$ cat config.mk
export PLATFORM = sky130hd
export DESIGN_NAME = casc_timer
export DESIGN_NICKNAME = d
export VERILOG_FILES = /design/src/rtl/casc_timer_pkg.sv /design/src/rtl/casc_tick_gen.sv /design/src/rtl/casc_down_cnt.sv /design/src/rtl/casc_regs.sv /design/src/rtl/casc_status.sv /design/src/rtl/casc_timer.sv
export SDC_FILE = /design/constraint.sdc
export NUM_CORES = 1
export LEC_CHECK = 0
export BUFFER_PORTS_ARGS = -buffer_cell sky130_fd_sc_hd__buf_2
export CORE_MARGIN = 5
export CORE_UTILIZATION = 29
export CTS_BUF_LIST = sky130_fd_sc_hd__clkbuf_16
export CTS_CLUSTER_DIAMETER = 150
export DETAILED_ROUTE_END_ITERATION = 16
export HOLD_SLACK_MARGIN = 0.1
export PLACE_DENSITY = 0.52
export SETUP_SLACK_MARGIN = 0.5
export SLEW_MARGIN = 5
export SYNTH_ARGS = -nofsm -noshare
export SYNTH_HDL_FRONTEND = slang
export SYNTH_HIERARCHICAL = 1
export SYNTH_SLANG_ARGS = --single-unit
$ cat constraint.sdc
create_clock -name clk -period 4.8 [get_ports clk]
set_clock_uncertainty 0.15 [all_clocks]
set_input_delay 0.48 -clock clk [delete_from_list [all_inputs] [get_ports clk]]
set_output_delay 0.48 -clock clk [all_outputs]
set_load 0.02 [all_outputs]
$ cat src/rtl/casc_timer_pkg.sv
package casc_timer_pkg;

   localparam int unsigned NUM_TMR  = 3;
   localparam int unsigned REG_AW   = 3;
   localparam int unsigned STAT_LSB = 4;

   typedef enum logic [REG_AW-1:0] {
      REG_CTRL    = 3'd0,
      REG_T0_LO   = 3'd1,
      REG_T0_HI   = 3'd2,
      REG_BASE_LO = 3'd3,
      REG_T1_MIX  = 3'd4,
      REG_T2_LO   = 3'd5,
      REG_T2_HI   = 3'd6,
      REG_SPARE   = 3'd7
   } reg_sel_e;

   // bit 0..2 run timers, bit 3 runs the base prescaler, bits 4..6 mask irqs
   typedef struct packed {
      logic [NUM_TMR-1:0] mask;
      logic               run_base;
      logic [NUM_TMR-1:0] run;
   } ctrl_t;

   localparam int unsigned CTRL_W = $bits(ctrl_t);

endpackage

$ cat src/rtl/casc_tick_gen.sv
module casc_tick_gen #(
   parameter int unsigned MULT  = 32,
   parameter int unsigned DIV_W = 8
) (
   input  logic             clk,
   input  logic             rst_n,
   input  logic [DIV_W-1:0] div_i,
   output logic             tick_o
);

   localparam int unsigned LIM_W = DIV_W + $clog2(MULT) + 1;

   if (MULT < 1) begin : g_bad_mult
      $error("casc_tick_gen: MULT must be at least 1");
   end

   logic [DIV_W-1:0] eff_div;
   logic [LIM_W-1:0] lim;
   logic [LIM_W-1:0] pc_q;

   always_comb begin
      eff_div = (div_i == '0) ? DIV_W'(1) : div_i;
      lim     = LIM_W'(eff_div) * LIM_W'(MULT);
   end

   // >= keeps the counter bounded if the divider shrinks mid-count
   assign tick_o = (pc_q >= (lim - LIM_W'(1)));

   always_ff @(posedge clk) begin
      if (!rst_n) begin
         pc_q <= '0;
      end else if (tick_o) begin
         pc_q <= '0;
      end else begin
         pc_q <= pc_q + LIM_W'(1);
      end
   end

endmodule

$ cat src/rtl/casc_down_cnt.sv
module casc_down_cnt #(
   parameter int unsigned W = 16
) (
   input  logic         clk,
   input  logic         rst_n,
   input  logic         step_i,
   input  logic [W-1:0] reload_i,
   output logic         expire_o
);

   logic [W-1:0] cnt_q;

   // reaching zero on this step is an expiry; zero itself wraps to all-ones
   assign expire_o = step_i && (cnt_q == W'(1));

   always_ff @(posedge clk) begin
      if (!rst_n) begin
         cnt_q <= '0;
      end else if (step_i) begin
         cnt_q <= (cnt_q == W'(1)) ? reload_i : (cnt_q - W'(1));
      end
   end

   AST_IDLE_HOLD: assert property (@(posedge clk) disable iff (!rst_n)
      !step_i |=> $stable(cnt_q));

   AST_STEP_DOWN: assert property (@(posedge clk) disable iff (!rst_n)
      (step_i && !expire_o) |=> (cnt_q == $past(cnt_q) - W'(1)));

   AST_EXPIRE_LOAD: assert property (@(posedge clk) disable iff (!rst_n)
      expire_o |=> (cnt_q == $past(reload_i)));

endmodule

$ cat src/rtl/casc_regs.sv
module casc_regs
   import casc_timer_pkg::*;
#(
   parameter int unsigned T0_W   = 16,
   parameter int unsigned BASE_W = 12,
   parameter int unsigned T1_W   = 4,
   parameter int unsigned T2_W   = 16
) (
   input  logic              clk,
   input  logic              rst_n,
   input  logic              wr_en_i,
   input  logic [REG_AW-1:0] wr_addr_i,
   input  logic [7:0]        wr_data_i,
   output ctrl_t             ctrl_o,
   output logic [T0_W-1:0]   t0_rld_o,
   output logic [BASE_W-1:0] base_rld_o,
   output logic [T1_W-1:0]   t1_rld_o,
   output logic [T2_W-1:0]   t2_rld_o
);

   ctrl_t      ctrl_q;
   logic [7:0] t0_lo_q, t0_hi_q, base_lo_q, mix_q, t2_lo_q, t2_hi_q;

   logic [15:0] t0_full, t2_full;
   logic [11:0] base_full;
   logic [3:0]  t1_full;

   always_ff @(posedge clk) begin
      if (!rst_n) begin
         ctrl_q    <= '0;
         t0_lo_q   <= '0;
         t0_hi_q   <= '0;
         base_lo_q <= '0;
         mix_q     <= '0;
         t2_lo_q   <= '0;
         t2_hi_q   <= '0;
      end else if (wr_en_i) begin
         unique case (reg_sel_e'(wr_addr_i))
            REG_CTRL:    ctrl_q    <= ctrl_t'(wr_data_i[CTRL_W-1:0]);
            REG_T0_LO:   t0_lo_q   <= wr_data_i;
            REG_T0_HI:   t0_hi_q   <= wr_data_i;
            REG_BASE_LO: base_lo_q <= wr_data_i;
            REG_T1_MIX:  mix_q     <= wr_data_i;
            REG_T2_LO:   t2_lo_q   <= wr_data_i;
            REG_T2_HI:   t2_hi_q   <= wr_data_i;
            REG_SPARE:   ;
            default:     ;
         endcase
      end
   end

   always_comb begin
      t0_full   = {t0_hi_q, t0_lo_q};
      t2_full   = {t2_hi_q, t2_lo_q};
      base_full = {mix_q[3:0], base_lo_q};
      t1_full   = mix_q[7:4];
   end

   assign ctrl_o     = ctrl_q;
   assign t0_rld_o   = t0_full[T0_W-1:0];
   assign base_rld_o = base_full[BASE_W-1:0];
   assign t1_rld_o   = t1_full[T1_W-1:0];
   assign t2_rld_o   = t2_full[T2_W-1:0];

endmodule

$ cat src/rtl/casc_status.sv
module casc_status #(
   parameter int unsigned N       = 3,
   parameter bit          IRQ_REG = 1'b0
) (
   input  logic         clk,
   input  logic         rst_n,
   input  logic [N-1:0] set_i,
   input  logic [N-1:0] mask_i,
   input  logic         rd_i,
   output logic [N-1:0] flags_o,
   output logic         irq_o
);

   logic [N-1:0] flags_q;
   logic         irq_now;

   for (genvar i = 0; i < N; i++) begin : g_flag
      always_ff @(posedge clk) begin
         if (!rst_n) begin
            flags_q[i] <= 1'b0;
         end else if (set_i[i]) begin
            flags_q[i] <= 1'b1;
         end else if (rd_i) begin
            flags_q[i] <= 1'b0;
         end
      end
   end

   assign irq_now = |(flags_q & ~mask_i);
   assign flags_o = flags_q;

   if (IRQ_REG) begin : g_irq_reg
      logic irq_q;
      always_ff @(posedge clk) begin
         if (!rst_n) begin
            irq_q <= 1'b0;
         end else begin
            irq_q <= irq_now;
         end
      end
      assign irq_o = irq_q;
   end else begin : g_irq_comb
      assign irq_o = irq_now;
   end

   AST_SET_WINS: assert property (@(posedge clk) disable iff (!rst_n)
      (set_i != '0) |=> ((flags_q & $past(set_i)) == $past(set_i)));

   AST_READ_CLEARS: assert property (@(posedge clk) disable iff (!rst_n)
      (rd_i && (set_i == '0)) |=> (flags_q == '0));

   AST_STICKY_HOLD: assert property (@(posedge clk) disable iff (!rst_n)
      !rd_i |=> ((flags_q & $past(flags_q)) == $past(flags_q)));

endmodule

$ cat src/rtl/casc_timer.sv
module casc_timer
   import casc_timer_pkg::*;
#(
   parameter int unsigned TICK_MULT = 32,
   parameter int unsigned DIV_W     = 8,
   parameter int unsigned T0_W      = 16,
   parameter int unsigned BASE_W    = 12,
   parameter int unsigned T1_W      = 4,
   parameter int unsigned T2_W      = 16,
   parameter bit          IRQ_REG   = 1'b0
) (
   input  logic             clk,
   input  logic             rst_n,
   input  logic [DIV_W-1:0] div_i,
   input  logic             wr_en_i,
   input  logic [2:0]       wr_addr_i,
   input  logic [7:0]       wr_data_i,
   input  logic             stat_rd_i,
   output logic [7:0]       stat_o,
   output logic             irq_o
);

   if (T0_W < 1 || T0_W > 16) begin : g_bad_t0
      $error("casc_timer: T0_W must lie in 1..16");
   end
   if (BASE_W < 1 || BASE_W > 12) begin : g_bad_base
      $error("casc_timer: BASE_W must lie in 1..12");
   end
   if (T1_W < 1 || T1_W > 4) begin : g_bad_t1
      $error("casc_timer: T1_W must lie in 1..4");
   end
   if (T2_W < 1 || T2_W > 16) begin : g_bad_t2
      $error("casc_timer: T2_W must lie in 1..16");
   end
   if (DIV_W < 1) begin : g_bad_div
      $error("casc_timer: DIV_W must be at least 1");
   end

   ctrl_t               ctrl;
   logic [T0_W-1:0]     t0_rld;
   logic [BASE_W-1:0]   base_rld;
   logic [T1_W-1:0]     t1_rld;
   logic [T2_W-1:0]     t2_rld;
   logic                tick;
   logic                base_exp;
   logic [NUM_TMR-1:0]  tmr_exp;
   logic [NUM_TMR-1:0]  flags;

   casc_tick_gen #(
      .MULT  (TICK_MULT),
      .DIV_W (DIV_W)
   ) u_tick (
      .clk    (clk),
      .rst_n  (rst_n),
      .div_i  (div_i),
      .tick_o (tick)
   );

   casc_regs #(
      .T0_W   (T0_W),
      .BASE_W (BASE_W),
      .T1_W   (T1_W),
      .T2_W   (T2_W)
   ) u_regs (
      .clk        (clk),
      .rst_n      (rst_n),
      .wr_en_i    (wr_en_i),
      .wr_addr_i  (wr_addr_i),
      .wr_data_i  (wr_data_i),
      .ctrl_o     (ctrl),
      .t0_rld_o   (t0_rld),
      .base_rld_o (base_rld),
      .t1_rld_o   (t1_rld),
      .t2_rld_o   (t2_rld)
   );

   casc_down_cnt #(.W(T0_W)) u_t0 (
      .clk      (clk),
      .rst_n    (rst_n),
      .step_i   (tick && ctrl.run[0]),
      .reload_i (t0_rld),
      .expire_o (tmr_exp[0])
   );

   casc_down_cnt #(.W(BASE_W)) u_base (
      .clk      (clk),
      .rst_n    (rst_n),
      .step_i   (tick && ctrl.run_base),
      .reload_i (base_rld),
      .expire_o (base_exp)
   );

   casc_down_cnt #(.W(T1_W)) u_t1 (
      .clk      (clk),
      .rst_n    (rst_n),
      .step_i   (base_exp && ctrl.run[1]),
      .reload_i (t1_rld),
      .expire_o (tmr_exp[1])
   );

   casc_down_cnt #(.W(T2_W)) u_t2 (
      .clk      (clk),
      .rst_n    (rst_n),
      .step_i   (base_exp && ctrl.run[2]),
      .reload_i (t2_rld),
      .expire_o (tmr_exp[2])
   );

   casc_status #(
      .N       (NUM_TMR),
      .IRQ_REG (IRQ_REG)
   ) u_stat (
      .clk     (clk),
      .rst_n   (rst_n),
      .set_i   (tmr_exp),
      .mask_i  (ctrl.mask),
      .rd_i    (stat_rd_i),
      .flags_o (flags),
      .irq_o   (irq_o)
   );

   assign stat_o = {1'b0, flags, 4'b0000};

   AST_CASCADE_STOP: assert property (@(posedge clk) disable iff (!rst_n)
      !ctrl.run_base |-> (tmr_exp[2:1] == 2'b00));

endmodule

==> impl_metrics.tcl <==
set metrics [dict create \
    fp.dieH_um 157 \
    crit_path_start_kind "input port" \
    setup-tns-final_ns 0 \
    cts.path.max_buffers 2 \
    io_pins 32 \
    clock-sinks 120 \
    pwr-share-seq 0.442 \
    fin_crit_ns 4.17 \
    arrival_ns 4.34 \
    num-nets-final 766 \
    async_reset_ff_frac 0 \
    clockRootBuffer "clkbuf_16" \
    p_int_mw 1.78 \
    ir_worst_vdd_uv 250 \
    die_x_um 157 \
    p_sw_mw 0.515 \
    status "finished clean" \
    drv_slew 0 \
    worst-path-buf-inv 2 \
    layout.cells.most_common "dfxtp_1" \
    first_pass_iters 5 \
    grt_max_degree 53 \
    crit_type "in2reg" \
    die_area_um2 24600 \
    row_count 53 \
    p_leak_nw 2.99 \
    synth_flop_cell "dfxtp_1" \
    path_cells "buf_2 > or3_4 > nor2_1 > a21oi_1 > ha_2 > nor3b_4 > nand2_1 > xor2_1 > ha_1 > and4_4 > nand3_4 > o211ai_4 > o21bai_2 > and2_4 > inv_4 > nor2_4 > and2_4 > or4b_4 > or4_4 > o2bb2ai_2 > o21a_1" \
    crit_family "simple AND/OR/NAND/NOR gates" \
    insertion_delay_ns 0.42 \
    final_cell_mix "120 x dfxtp_1, 98 x nand2_1, 67 x mux2i_1" \
    antenna_found_initial 2 \
    final_cells 1012 \
    drive_above_1_share 0.147 \
    yosysTopAreaCellShare 0.384 \
    period_share 0.869 \
    hpwl_um 10800 \
    cts.clk_slew.worst_paths_ns 0.05 \
    combinationalPowerShare 0.041 \
    first_iter_violations 372 \
    worst-path-max-fanout 3 \
    critPathMaxStageDelay_ns 0.48 \
    fin_hold_ws_ns 0.255 \
    cp_slowest_cell "or4b_4" \
    slew-limit-headroom 0.445 \
    power_density_nw_per_um2 318 \
    drt_wl_total_um 15800 \
    place_congestion 0.831 \
    power.switching_fraction 0.224 \
    fin_util 0.342 \
    grt_overflow 0 \
    timing.fmax_mhz 240 \
    yosysSeqAreaShare 0.384 \
    cts_tree "done" \
    initial_core_util 0.296 \
    placed_cells 980 \
    synth_edf_count 0 \
    drc 0 \
    cts_hold_buffers 0 \
    syn_area_per_cell_um2 8.92 \
    finalSetupViolCount 0 \
    tightest_slew_ns 0.826 \
    port_buffers 26 \
    hold_violations 0 \
    yosysTopAreaCell "dfxtp_1" \
    clock_power_share 0.516 \
    grt_pass1_vias 5090 \
    synth_cells 701 \
    syn_area_um2 6250 \
    synth_warnings 6 \
    synth-seq-cells 120 \
    drv_cap 0 \
    end_kind "flip-flop" \
    required_ns 4.97 \
    rsz0062_at_grt "yes" \
    synth.area.top_cells "dfxtp_1 38%, mux2i_1 11%, nand2_1 5.9%" \
    grt_pass1_wl_um 26200 \
    finalPower_mw 2.30 \
    antenna_left 0 \
    fp.coreArea_um2 21200 \
    num_vias 5271 \
    ys_types 77 \
    vias_per_cell 5.21 \
    area.growth.synth_to_final_pct 15.6 \
    wl_per_cell_um 15.6 \
    path_common_cell "and2_4" \
    htree_levels 4 \
    numCtsBuffers 17 \
    grt_util_all_layers 0.133 \
    hold_path_class "in2reg" \
]
per-layer routing:
layer	part of all wire	routed length (um)	vias up	GRT usage
met5	0	0	-	0
met4	0.014	223	0	0.0521
met3	0.030	481	19	0.0274
met2	0.44	6950	90	0.200
met1	0.52	8140	2495	0.188
li1	-	-	2667	-
tightest hold or removal path, cell delays in order:
cell	delay, ns
buf_2	0.10
nor2b_1	0.04
o21a_1	0.15
registers in the layout, summed over array words and instances, names as in the netlist:
| name | flops |
|---|---|
| u_t0/cnt_q | 16 |
| u_t2/cnt_q | 16 |
| u_tick/pc_q | 14 |
| u_base/cnt_q | 12 |
| u_regs/base_lo_q | 8 |
| u_regs/mix_q | 8 |
| u_regs/t0_hi_q | 8 |
| u_regs/t0_lo_q | 8 |
| u_regs/t2_hi_q | 8 |
| u_regs/t2_lo_q | 8 |
| u_regs/ctrl_o | 7 |
| u_t1/cnt_q | 4 |
| u_stat/flags_o | 3 |
cells in the mapped netlist, types with 4 or more instances:
master,number
a211oi_1,5
a21oi_1,7
a311oi_1,4
a31oi_1,17
a32oi_1,4
and2_1,5
and3_1,6
buf_2,8
buf_4,7
buf_6,5
clkbuf_1,16
dfxtp_1,120
ha_1,19
inv_1,23
mux2i_1,67
nand2_1,98
nand2b_1,4
nand3_1,25
nand4_1,13
nor2_1,31
nor2b_1,7
nor3_1,32
nor4_1,16
o211ai_1,6
o21a_1,7
o21ai_0,31
o221a_2,4
o22ai_1,5
o2bb2ai_1,4
o311ai_0,4
o41ai_1,4
or4_1,11
or4_2,4
xnor2_1,11
xor2_1,4
repair_timing:
item	4_1_cts	5_1_grt
pin swaps	0	1
endpoints found under the setup margin	1	8
resized for setup	1	5
setup buffers	0	0
stage by stage:
step	area (um^2)	setup slack (ns)
detailed placement	6660	0.0509
global route	7230	0.458
floorplan	6320	0.294
global placement	6660	0.0794
finish	7230	0.629
CTS	7210	0.527
power groups by stage:
stage / logic (mW) / clock network (mW) / registers, mW
floorplan: 0.0636 / 0 / 1.04
global placement: 0.0962 / 0 / 1.04
detailed placement: 0.0966 / 0 / 1.04
CTS: 0.0966 / 1.22 / 1.02
global route: 0.106 / 1.26 / 1.02
finish: 0.0953 / 1.19 / 1.02
kinds of logic (layout without fill, tap and decap cells):
group           Yosys count  in the layout  share of synthesized area
simple gates            290            290                      0.250
compound gates          128            128                      0.149
flops                   120            120                      0.384
mux                      67             67                      0.107
buf+inv                  61             91                     0.0500
fa+ha+maj                19             19                     0.0380
xor+xnor                 15             15                     0.0210
other cells               1              7                   0.000600
final timing paths:
kind | startpoint | endpoint | slack [ns] | depth (start not counted)
min reg2reg | u_regs/ctrl_o[0]$_SDFFE_PN0P_ | u_regs/ctrl_o[0]$_SDFFE_PN0P_ | 0.31 | 2
max | div_i[2] | u_t2/cnt_q[11]$_SDFFE_PN0P_ | 0.63 | 21
min | stat_rd_i | u_stat/flags_o[1]$_SDFFE_PN0P_ | 0.26 | 3
max reg2reg | u_tick/pc_q[13]$_SDFF_PP0_ | u_t2/cnt_q[11]$_SDFFE_PN0P_ | 1.52 | 13
final cells by class:
cell class | instances | area (um^2)
Sequential cell | 120 | 2400
Clock buffer | 17 | 425
Antenna cell | 2 | 5.00
Timing Repair Buffer | 38 | 223
Inverter | 23 | 88.8
Fill cell | 2190 | 13900
Multi-Input combinational cell | 524 | 3630
Clock inverter | 13 | 115
Tap cell | 275 | 344
No activity file was read; power rests on OpenSTA's default activity.
